**config.mk**
```make
export PLATFORM = sky130hd
export DESIGN_NAME = clock_set_ctrl
export DESIGN_NICKNAME = d
export VERILOG_FILES = /design/src/rtl/clkset_pkg.sv /design/src/rtl/key_edge.sv /design/src/rtl/mode_ctl.sv /design/src/rtl/time_keeper.sv /design/src/rtl/clock_set_ctrl.sv
export SDC_FILE = /design/constraint.sdc
export NUM_CORES = 1
export LEC_CHECK = 0
export BUFFER_PORTS_ARGS = -buffer_cell sky130_fd_sc_hd__buf_4
export CAP_MARGIN = 15
export CORE_MARGIN = 4
export CORE_UTILIZATION = 55
export CTS_CLUSTER_SIZE = 10
export DETAILED_ROUTE_END_ITERATION = 10
export PLACE_DENSITY = 0.8
export REMOVE_ABC_BUFFERS = 1
export SKIP_CTS_REPAIR_TIMING = 1
export SLEW_MARGIN = 20
export SYNTH_ARGS = -nofsm -noshare
export SYNTH_HDL_FRONTEND = slang
export SYNTH_SLANG_ARGS = --single-unit
```
**constraint.sdc**
```tcl
create_clock -name clk -period 2.4 [get_ports clk]
set_clock_uncertainty 0.05 [all_clocks]
set_input_delay 0.36 -clock clk [delete_from_list [all_inputs] [get_ports clk]]
set_output_delay 0.36 -clock clk [all_outputs]
set_load 0.01 [all_outputs]
```
**src/rtl/clkset_pkg.sv**
```systemverilog
package clkset_pkg;

    localparam int DIGIT_W = 4;
    localparam int FIELD_W = 2 * DIGIT_W;

    typedef logic [FIELD_W-1:0] bcd2_t;

    typedef enum logic [1:0] {
        MODE_RUN    = 2'd0,
        MODE_ADJUST = 2'd1,
        MODE_ALARM  = 2'd2,
        MODE_TIMER  = 2'd3
    } mode_e;

    typedef enum logic [1:0] {
        FLD_NONE = 2'd0,
        FLD_HOUR = 2'd1,
        FLD_MIN  = 2'd2,
        FLD_SEC  = 2'd3
    } field_e;

    typedef struct packed {
        bcd2_t hh;
        bcd2_t mm;
        bcd2_t ss;
    } hms_t;

    localparam bcd2_t LAST_HOUR = 8'h23;
    localparam bcd2_t LAST_MS   = 8'h59;

    function automatic mode_e decode_mode(input logic a, input logic b);
        case ({a, b})
            2'b11:   return MODE_RUN;
            2'b00:   return MODE_ADJUST;
            2'b01:   return MODE_ALARM;
            default: return MODE_TIMER;
        endcase
    endfunction

    function automatic bcd2_t bcd_step(input bcd2_t v, input bcd2_t last);
        logic [DIGIT_W-1:0] hi;
        logic [DIGIT_W-1:0] lo;
        hi = v[FIELD_W-1:DIGIT_W];
        lo = v[DIGIT_W-1:0];
        if (v == last) begin
            return '0;
        end else if (lo == 4'd9) begin
            return {hi + 4'd1, 4'd0};
        end else begin
            return {hi, lo + 4'd1};
        end
    endfunction

    function automatic field_e next_field(input field_e f);
        case (f)
            FLD_NONE: return FLD_HOUR;
            FLD_HOUR: return FLD_MIN;
            FLD_MIN:  return FLD_SEC;
            default:  return FLD_HOUR;
        endcase
    endfunction

endpackage

```
**src/rtl/key_edge.sv**
```systemverilog
module key_edge #(
    parameter int STAGES = 2
) (
    input  logic clk,
    input  logic rst,
    input  logic key_raw,
    output logic key_pulse
);
    logic [STAGES-1:0] sync_q;
    logic              prev_q;

    genvar g;
    generate
        for (g = 0; g < STAGES; g++) begin : g_sync
            if (g == 0) begin : g_first
                always_ff @(posedge clk) begin
                    if (rst) sync_q[g] <= 1'b0;
                    else     sync_q[g] <= key_raw;
                end
            end else begin : g_next
                always_ff @(posedge clk) begin
                    if (rst) sync_q[g] <= 1'b0;
                    else     sync_q[g] <= sync_q[g-1];
                end
            end
        end
    endgenerate

    always_ff @(posedge clk) begin
        if (rst) prev_q <= 1'b0;
        else     prev_q <= sync_q[STAGES-1];
    end

    assign key_pulse = sync_q[STAGES-1] & ~prev_q;

    AST_ONE_STEP_PER_PRESS: assert property (@(posedge clk) disable iff (rst)
        key_pulse |=> !key_pulse);

endmodule

```
**src/rtl/mode_ctl.sv**
```systemverilog
module mode_ctl
    import clkset_pkg::*;
(
    input  logic   clk,
    input  logic   rst,
    input  logic   sel_a,
    input  logic   sel_b,
    input  logic   key_pulse,
    output mode_e  mode_q,
    output field_e field_q
);
    mode_e want_mode;

    always_comb want_mode = decode_mode(sel_a, sel_b);

    always_ff @(posedge clk) begin
        if (rst) begin
            mode_q  <= MODE_RUN;
            field_q <= FLD_NONE;
        end else if (want_mode != mode_q) begin
            mode_q  <= want_mode;
            field_q <= FLD_NONE;
        end else if (key_pulse && mode_q != MODE_RUN) begin
            field_q <= next_field(field_q);
        end
    end

    AST_RUN_POINTER_IDLE: assert property (@(posedge clk) disable iff (rst)
        (mode_q == MODE_RUN) |-> (field_q == FLD_NONE));
    AST_SWITCH_CLEARS_POINTER: assert property (@(posedge clk) disable iff (rst)
        (want_mode != mode_q) |=> (field_q == FLD_NONE));

endmodule

```
**src/rtl/time_keeper.sv**
```systemverilog
module time_keeper
    import clkset_pkg::*;
(
    input  logic   clk,
    input  logic   rst,
    input  logic   tick,
    input  mode_e  mode,
    input  field_e field,
    output hms_t   now_q,
    output hms_t   alarm_q
);
    hms_t now_d;
    hms_t alarm_d;

    always_comb begin
        now_d = now_q;
        if (tick) begin
            if (mode == MODE_ADJUST) begin
                case (field)
                    FLD_HOUR: now_d.hh = bcd_step(now_q.hh, LAST_HOUR);
                    FLD_MIN:  now_d.mm = bcd_step(now_q.mm, LAST_MS);
                    FLD_SEC:  now_d.ss = bcd_step(now_q.ss, LAST_MS);
                    default:  now_d = now_q;
                endcase
            end else begin
                now_d.ss = bcd_step(now_q.ss, LAST_MS);
                if (now_q.ss == LAST_MS) begin
                    now_d.mm = bcd_step(now_q.mm, LAST_MS);
                    if (now_q.mm == LAST_MS) begin
                        now_d.hh = bcd_step(now_q.hh, LAST_HOUR);
                    end
                end
            end
        end
    end

    always_comb begin
        alarm_d = alarm_q;
        if (tick && mode == MODE_ALARM) begin
            case (field)
                FLD_HOUR: alarm_d.hh = bcd_step(alarm_q.hh, LAST_HOUR);
                FLD_MIN:  alarm_d.mm = bcd_step(alarm_q.mm, LAST_MS);
                FLD_SEC:  alarm_d.ss = bcd_step(alarm_q.ss, LAST_MS);
                default:  alarm_d = alarm_q;
            endcase
        end
    end

    always_ff @(posedge clk) begin
        if (rst) begin
            now_q   <= '0;
            alarm_q <= '0;
        end else begin
            now_q   <= now_d;
            alarm_q <= alarm_d;
        end
    end

    AST_HOLD_WITHOUT_TICK: assert property (@(posedge clk) disable iff (rst)
        !tick |=> $stable(now_q));
    AST_BCD_LEGAL: assert property (@(posedge clk) disable iff (rst)
        (now_q.ss <= LAST_MS) && (now_q.mm <= LAST_MS) && (now_q.hh <= LAST_HOUR)
        && (now_q.ss[3:0] <= 4'd9) && (now_q.mm[3:0] <= 4'd9) && (now_q.hh[3:0] <= 4'd9));
    AST_ALARM_ONLY_WHEN_SETTING: assert property (@(posedge clk) disable iff (rst)
        !(tick && mode == MODE_ALARM) |=> $stable(alarm_q));
    AST_ADJUST_NO_CARRY: assert property (@(posedge clk) disable iff (rst)
        (tick && mode == MODE_ADJUST && field == FLD_MIN) |=> ($stable(now_q.hh) && $stable(now_q.ss)));

endmodule

```
**src/rtl/clock_set_ctrl.sv**
```systemverilog
module clock_set_ctrl
    import clkset_pkg::*;
#(
    parameter int SYNC_STAGES = 2
) (
    input  logic       clk,
    input  logic       rst,
    input  logic       tick_1hz,
    input  logic       mode_sel_a,
    input  logic       mode_sel_b,
    input  logic       step_key,
    output logic [7:0] time_hh,
    output logic [7:0] time_mm,
    output logic [7:0] time_ss,
    output logic [7:0] alarm_hh,
    output logic [7:0] alarm_mm,
    output logic [7:0] alarm_ss,
    output logic [1:0] mode,
    output logic [1:0] edit_field
);
    logic   key_pulse;
    mode_e  mode_w;
    field_e field_w;
    hms_t   now_w;
    hms_t   alarm_w;

    key_edge #(.STAGES(SYNC_STAGES)) u_key (
        .clk       (clk),
        .rst       (rst),
        .key_raw   (step_key),
        .key_pulse (key_pulse)
    );

    mode_ctl u_mode (
        .clk       (clk),
        .rst       (rst),
        .sel_a     (mode_sel_a),
        .sel_b     (mode_sel_b),
        .key_pulse (key_pulse),
        .mode_q    (mode_w),
        .field_q   (field_w)
    );

    time_keeper u_time (
        .clk     (clk),
        .rst     (rst),
        .tick    (tick_1hz),
        .mode    (mode_w),
        .field   (field_w),
        .now_q   (now_w),
        .alarm_q (alarm_w)
    );

    assign time_hh    = now_w.hh;
    assign time_mm    = now_w.mm;
    assign time_ss    = now_w.ss;
    assign alarm_hh   = alarm_w.hh;
    assign alarm_mm   = alarm_w.mm;
    assign alarm_ss   = alarm_w.ss;
    assign mode       = mode_w;
    assign edit_field = field_w;

endmodule

```
# After elaboration in Yosys (flattened, before gate mapping)
# Index checks and enable logic that the tools add are counted.
dict set report totals {
  ff_bits 55
}
dict set report classes {
  bitwise_logic 2
  n_addsub 12
  n_reduce_logical 19
  n_mux 20
  eq_ne 23
}
# cell count
set op_table {}
lappend op_table {{2-to-1 mux 8 bit} 16}
lappend op_table {{adder 4 x 1 -> 4 bit (second input constant)} 12}
lappend op_table {{equality test 8 x 7 -> 1 bit (second input constant)} 4}
lappend op_table {{equality test 4 bit (second input constant)} 6}
lappend op_table {{2-to-1 mux 24 bit} 1}
lappend op_table {{equality test 8 x 6 -> 1 bit (second input constant)} 2}
lappend op_table {{2-to-1 mux 16 bit} 1}
lappend op_table {{AND reduction 3 bit} 4}
lappend op_table {{nonzero test 2 bit} 6}
lappend op_table {{equality test 2 bit (second input constant)} 4}
lappend op_table {{AND reduction 2 bit} 4}
lappend op_table {{equality test 2 x 1 -> 1 bit (second input constant)} 3}
lappend op_table {{inequality test 2 bit (second input constant)} 3}
lappend op_table {{case mux 2 bit (3 select lines)} 1}
lappend op_table {{case mux 2 bit (2 select lines)} 1}
lappend op_table {{AND reduction 4 bit} 1}
lappend op_table {{logical AND 1 bit} 2}
lappend op_table {{zero test 2 bit} 1}
lappend op_table {{inequality test 2 bit} 1}
lappend op_table {{OR reduction 2 bit} 1}
lappend op_table {{bitwise AND 1 bit} 1}
lappend op_table {{inverter 1 bit} 1}

# Depth between registers and ports, before layout
dict set report depth {
  depth_word 6
  depth_mapped 9
}

# By module
# A second synthesis with hierarchy kept.
dict set report unflattened {
  cells_unflattened 352
  area_unflattened_um2 3075.4
}
# mod instances area_per_inst_um2 cells_per_inst
set by_module_without_submodules {}
lappend by_module_without_submodules {time_keeper 1 2786.4 323}
lappend by_module_without_submodules {mode_ctl 1 201.4 22}
lappend by_module_without_submodules {key_edge 1 87.6 7}

# Worst setup path after synthesis
# Ideal clock, no wire load.
dict set report synth_path {
  path_kind {register to register}
  startpoint {reg u_time.now_q[4] (netlist bit)}
  endpoint {reg u_time.now_q[18] (netlist bit)}
  path_stages_with_launch 7
  setup_ps 71
  setup_slack_ps 495
  arrival_ps 1785
  path_cell_list {dfxtp_1 -> ha_1 -> and3b_1 -> and4_1 -> a31oi_2 -> or4_1 -> a21oi_1}
}
dict set report synth_between {
  elab_chain_cells 3
}
# item line_no
set synth_lines {}
lappend synth_lines {{from (decl)} time_keeper.sv:9} ;# output hms_t now_q,
lappend synth_lines {{from (signal assigned)} time_keeper.sv:54} ;# now_q <= now_d;
lappend synth_lines {{equality test 8 x 7 -> 1 bit} time_keeper.sv:27} ;# if (now_q.ss == LAST_MS) begin
lappend synth_lines {{nonzero test 2 bit (no source line)} -}
lappend synth_lines {{AND reduction 4 bit (no source line)} -}
# No other way between the ends.
# A chain may end at the register's enable or synchronous reset.

# Worst setup path in the final report
# Ends and elaborated chain as after synthesis.

==> flow_metrics.py <==
metrics = {
    "final_layout": {
        "finalNetCount": 415,
        "final_cell_count_no_fill": 451,
        "nFillCells": 436,
        "drive_above_1_share_pct": 18.6,
        "syn2layout_area_growth_pct": 20.1,
        "antennaDiodeCount": 0,
    },
    "timing": {
        "worstMarginPinSlew_ps": 454,
        "min_period_ps": 2080,
        "finalCritPeriodShare_pct": 86.6,
        "hold_viol": 0,
        "max_freq_mhz": 481,
        "fin_ws_ps": 323,
        "maxSlewViolCount": 0,
        "rsz0062_at_grt": "no",
        "slew_headroom_pct": 69.3,
        "tns_ps": 0,
        "setup_violations": 0,
        "worst_hold_slack_ps": 215,
    },
    "global_route": {
        "antenna_found_initial": 0,
        "track_usage_pct": 19.1,
        "grt_pass1_vias": 2281,
        "grt_pass1_wl_um": 9970,
        "grt_overflow": 0,
        "grt_max_degree": 45,
    },
    "critical_path": {
        "rr_startpoint": "u_time.now_q[4]$_SDFFE_PP0P_",
        "worstPathArrival_ps": 2270,
        "rrSetupSlack_ps": 320,
        "crit_required_ps": 2590,
        "r2r_cells": 6,
        "cp_cell_sequence": "ha_1 > and3b_1 > and4_1 > a31oi_2 > or4_1 > a21oi_1",
        "cp_slowest_cell": "or4_1",
        "max_stage_delay_ps": 520,
        "endpoint_kind": "flop",
        "start_kind": "flop",
        "reg2reg_to": "u_time.now_q[18]$_SDFFE_PP0P_",
        "critPathMaxFanout": 10,
        "critical_path_class": "reg -> reg",
    },
    "floorplanning": {
        "core_area_um2": 5070,
        "fp.dieW_um": 80.3,
        "start_util_pct": 56.7,
        "die-area_um2": 6450,
        "die_h_um": 80.3,
        "rows": 26,
        "io_pins": 58,
    },
    "pwr": {
        "pwr_density_cell_nw_per_um2": 478,
        "p_switching_uw": 353,
        "internal_power_mw": 1.30,
        "p_leak_nw": 1.51,
        "power_frac_comb_pct": 5.2,
        "irDropWorstVdd_mv": 0.425,
        "power.share.clock_pct": 38.1,
        "seq_power_share_pct": 56.7,
        "p_total_mw": 1.65,
        "p_sw_share_pct": 21.4,
    },
    "placement": {
        "port_buffers": 57,
        "detailed_place_hpwl_um": 4330,
        "gp_congestion": 0.854,
        "place_inst": 443,
        "dp_slack_ps": 337,
    },
    "cts": {
        "cts.clk_slew.worst_paths_ps": 90,
        "clk-insertion-delay-late_ps": 310,
        "cts.htree.levels": 2,
        "cts_made_buffers": 5,
        "cts_sinks": 55,
        "cts_tree": "yes",
        "cts.path.max_buffers": 2,
        "cts_root_buffer": "clkbuf_8",
    },
    "yosys": {
        "seq_area_frac_synth_pct": 38.3,
        "syn_avg_cell_area_um2": 8.80,
        "synthCells": 327,
        "yosys_warnings": 0,
        "ys_ff_latch": 55,
        "syn_area_um2": 2880,
        "async_flop_share_pct": 0,
        "synth_enable_flop_cells": 0,
        "yosysUniqueCellTypes": 53,
        "ys.flop_type": "dfxtp_1",
    },
    "outcome": {
        "outcome": "finished, final reports clean",
    },
    "drt": {
        "ant_nets": 0,
        "initialDrtViolationCount": 81,
        "drt-pass1-iter-count": 4,
        "drc": 0,
        "drt_wl_total_um": 5850,
        "vias_per_cell": 5.40,
        "vias": 2437,
        "wire_per_inst_um": 13.0,
    },
    "min_path": {
        "holdCritPathClass": "in -> reg",
        "worstHoldStart": "step_key",
        "holdPathEnd": "u_key.sync_q[0]$_SDFF_PP0_",
        "min_path_cells": 2,
    },
    "job": {
        "cap_violations": 0,
    },
}
[registers in the layout, indices dropped and copies added (netlist names)]
| signal | cells |
|---|---|
| u_time.alarm_q | 24 |
| u_time.now_q | 24 |
| u_key.sync_q | 2 |
| u_mode.field_q | 2 |
| u_mode.mode_q | 2 |
| u_key.prev_q | 1 |
[worst max-delay path by stage]
stage / startpoint / to / cells after the start
floorplan: u_time.now_q[4]$_SDFFE_PP0P_ / u_time.now_q[18]$_SDFFE_PP0P_ / 6
global placement: u_time.now_q[4]$_SDFFE_PP0P_ / u_time.now_q[18]$_SDFFE_PP0P_ / 6
detailed placement: u_time.now_q[4]$_SDFFE_PP0P_ / u_time.now_q[15]$_SDFFE_PP0P_ / 6
CTS: u_time.now_q[4]$_SDFFE_PP0P_ / u_time.now_q[15]$_SDFFE_PP0P_ / 6
global route: u_time.now_q[4]$_SDFFE_PP0P_ / u_time.now_q[15]$_SDFFE_PP0P_ / 6
finish: u_time.now_q[4]$_SDFFE_PP0P_ / u_time.now_q[18]$_SDFFE_PP0P_ / 6
[worst max-delay path: cells and delay by family (launching register included)]
family	cells	cell delay [ps]
AO/OA/AOI/OAI	2	320
adder cells (fa/ha/maj)	1	170
flip-flops	1	430
AND/OR/NAND/NOR	3	1030
[synthesized netlist by cell type (2+ instances only)]
cell type   n  area (um2)
mux2i_1     3        30.0
and3_1      2        12.5
nand4_1     6        37.5
xnor2_1     7        61.3
a31o_2      2        17.5
and4b_1     3        30.0
and2_1      2        12.5
o21a_1      2        15.0
a211oi_1    2        15.0
inv_1      22        82.6
o31ai_1     2        15.0
nand2b_1    2        12.5
dfxtp_1    55        1100
nand2_1    27         101
a21o_1      2        15.0
a21oi_1    22         110
or4_1       5        37.5
nand3_1    12        60.1
xor2_1     10        87.6
clkbuf_1    6        22.5
o22ai_1     2        12.5
or3_1      10        62.6
o21ai_0    12        60.1
nor3_1      8        40.0
nor2b_1     5        31.3
nor2_1     31         116
nand3b_1    3        22.5
ha_1       29         363
buf_2       2        10.0
and3b_1     8        70.1
[power groups by stage]
stage	clock network, mW	logic (mW)	registers, mW
2_1_floorplan	0	0.0414	0.958
3_3_place_gp	0	0.0828	0.957
3_5_place_dp	0	0.0867	0.958
4_1_cts	0.647	0.0873	0.936
5_1_grt	0.679	0.0950	0.939
6_report	0.628	0.0856	0.936
[logic make-up (layout without fill, tap and decap cells)]
kind of cell | Yosys count | after routing | synth area share (%)
compound gates | 59 | 59 | 13.1
flops | 55 | 55 | 38.3
xor+xnor | 17 | 17 | 5.18
mux | 3 | 3 | 1.04
simple gates | 131 | 131 | 25.0
fa+ha+maj | 29 | 29 | 12.6
buf+inv | 33 | 87 | 4.78
[cell type report]
type,count,area [um2],area share (%)
well taps,70,87.6,2.54
flip-flops and latches,55,1100,31.9
inverters,22,82.6,2.39
clock buffers,6,82.6,2.39
clock inverters,2,35.0,1.01
repair buffers,57,428,12.4
multi-input cells,239,1640,47.4
[cell usage in the layout, fill, tap and decap left out, types with 2 or more instances in the layout]
cell and count:
a31o_2 2, a21oi_1 22, o31ai_1 2, o21a_1 2
ha_1 29, dfxtp_1 55, clkbuf_8 6, xor2_1 10
and3_1 2, and4b_1 3, mux2i_1 3, nand2b_1 2
inv_1 22, and2_1 2, nand3b_1 3, buf_4 57
or4_1 5, nor2b_1 5, o22ai_1 2, nand2_1 27
a21o_1 2, a211oi_1 2, nor3_1 8, o21ai_0 12
nand3_1 12, or3_1 10, nand4_1 6, xnor2_1 7
nor2_1 31, and3b_1 8
[metrics by stage]
step,utilization (%),area (um2)
after detailed placement,65.8,3340
after CTS,68.1,3450
after global placement,65.8,3340
final,68.1,3450
after floorplan,-,2820
after global routing,68.1,3450
[layer usage]
layer  share of wire (%)  GRT usage, %
met1                  46          23.3
met2                  48          33.4
met3                 4.1          4.15
met4                 1.9          5.91
met5                   0             0
Power figures use the tool's default switching activity.
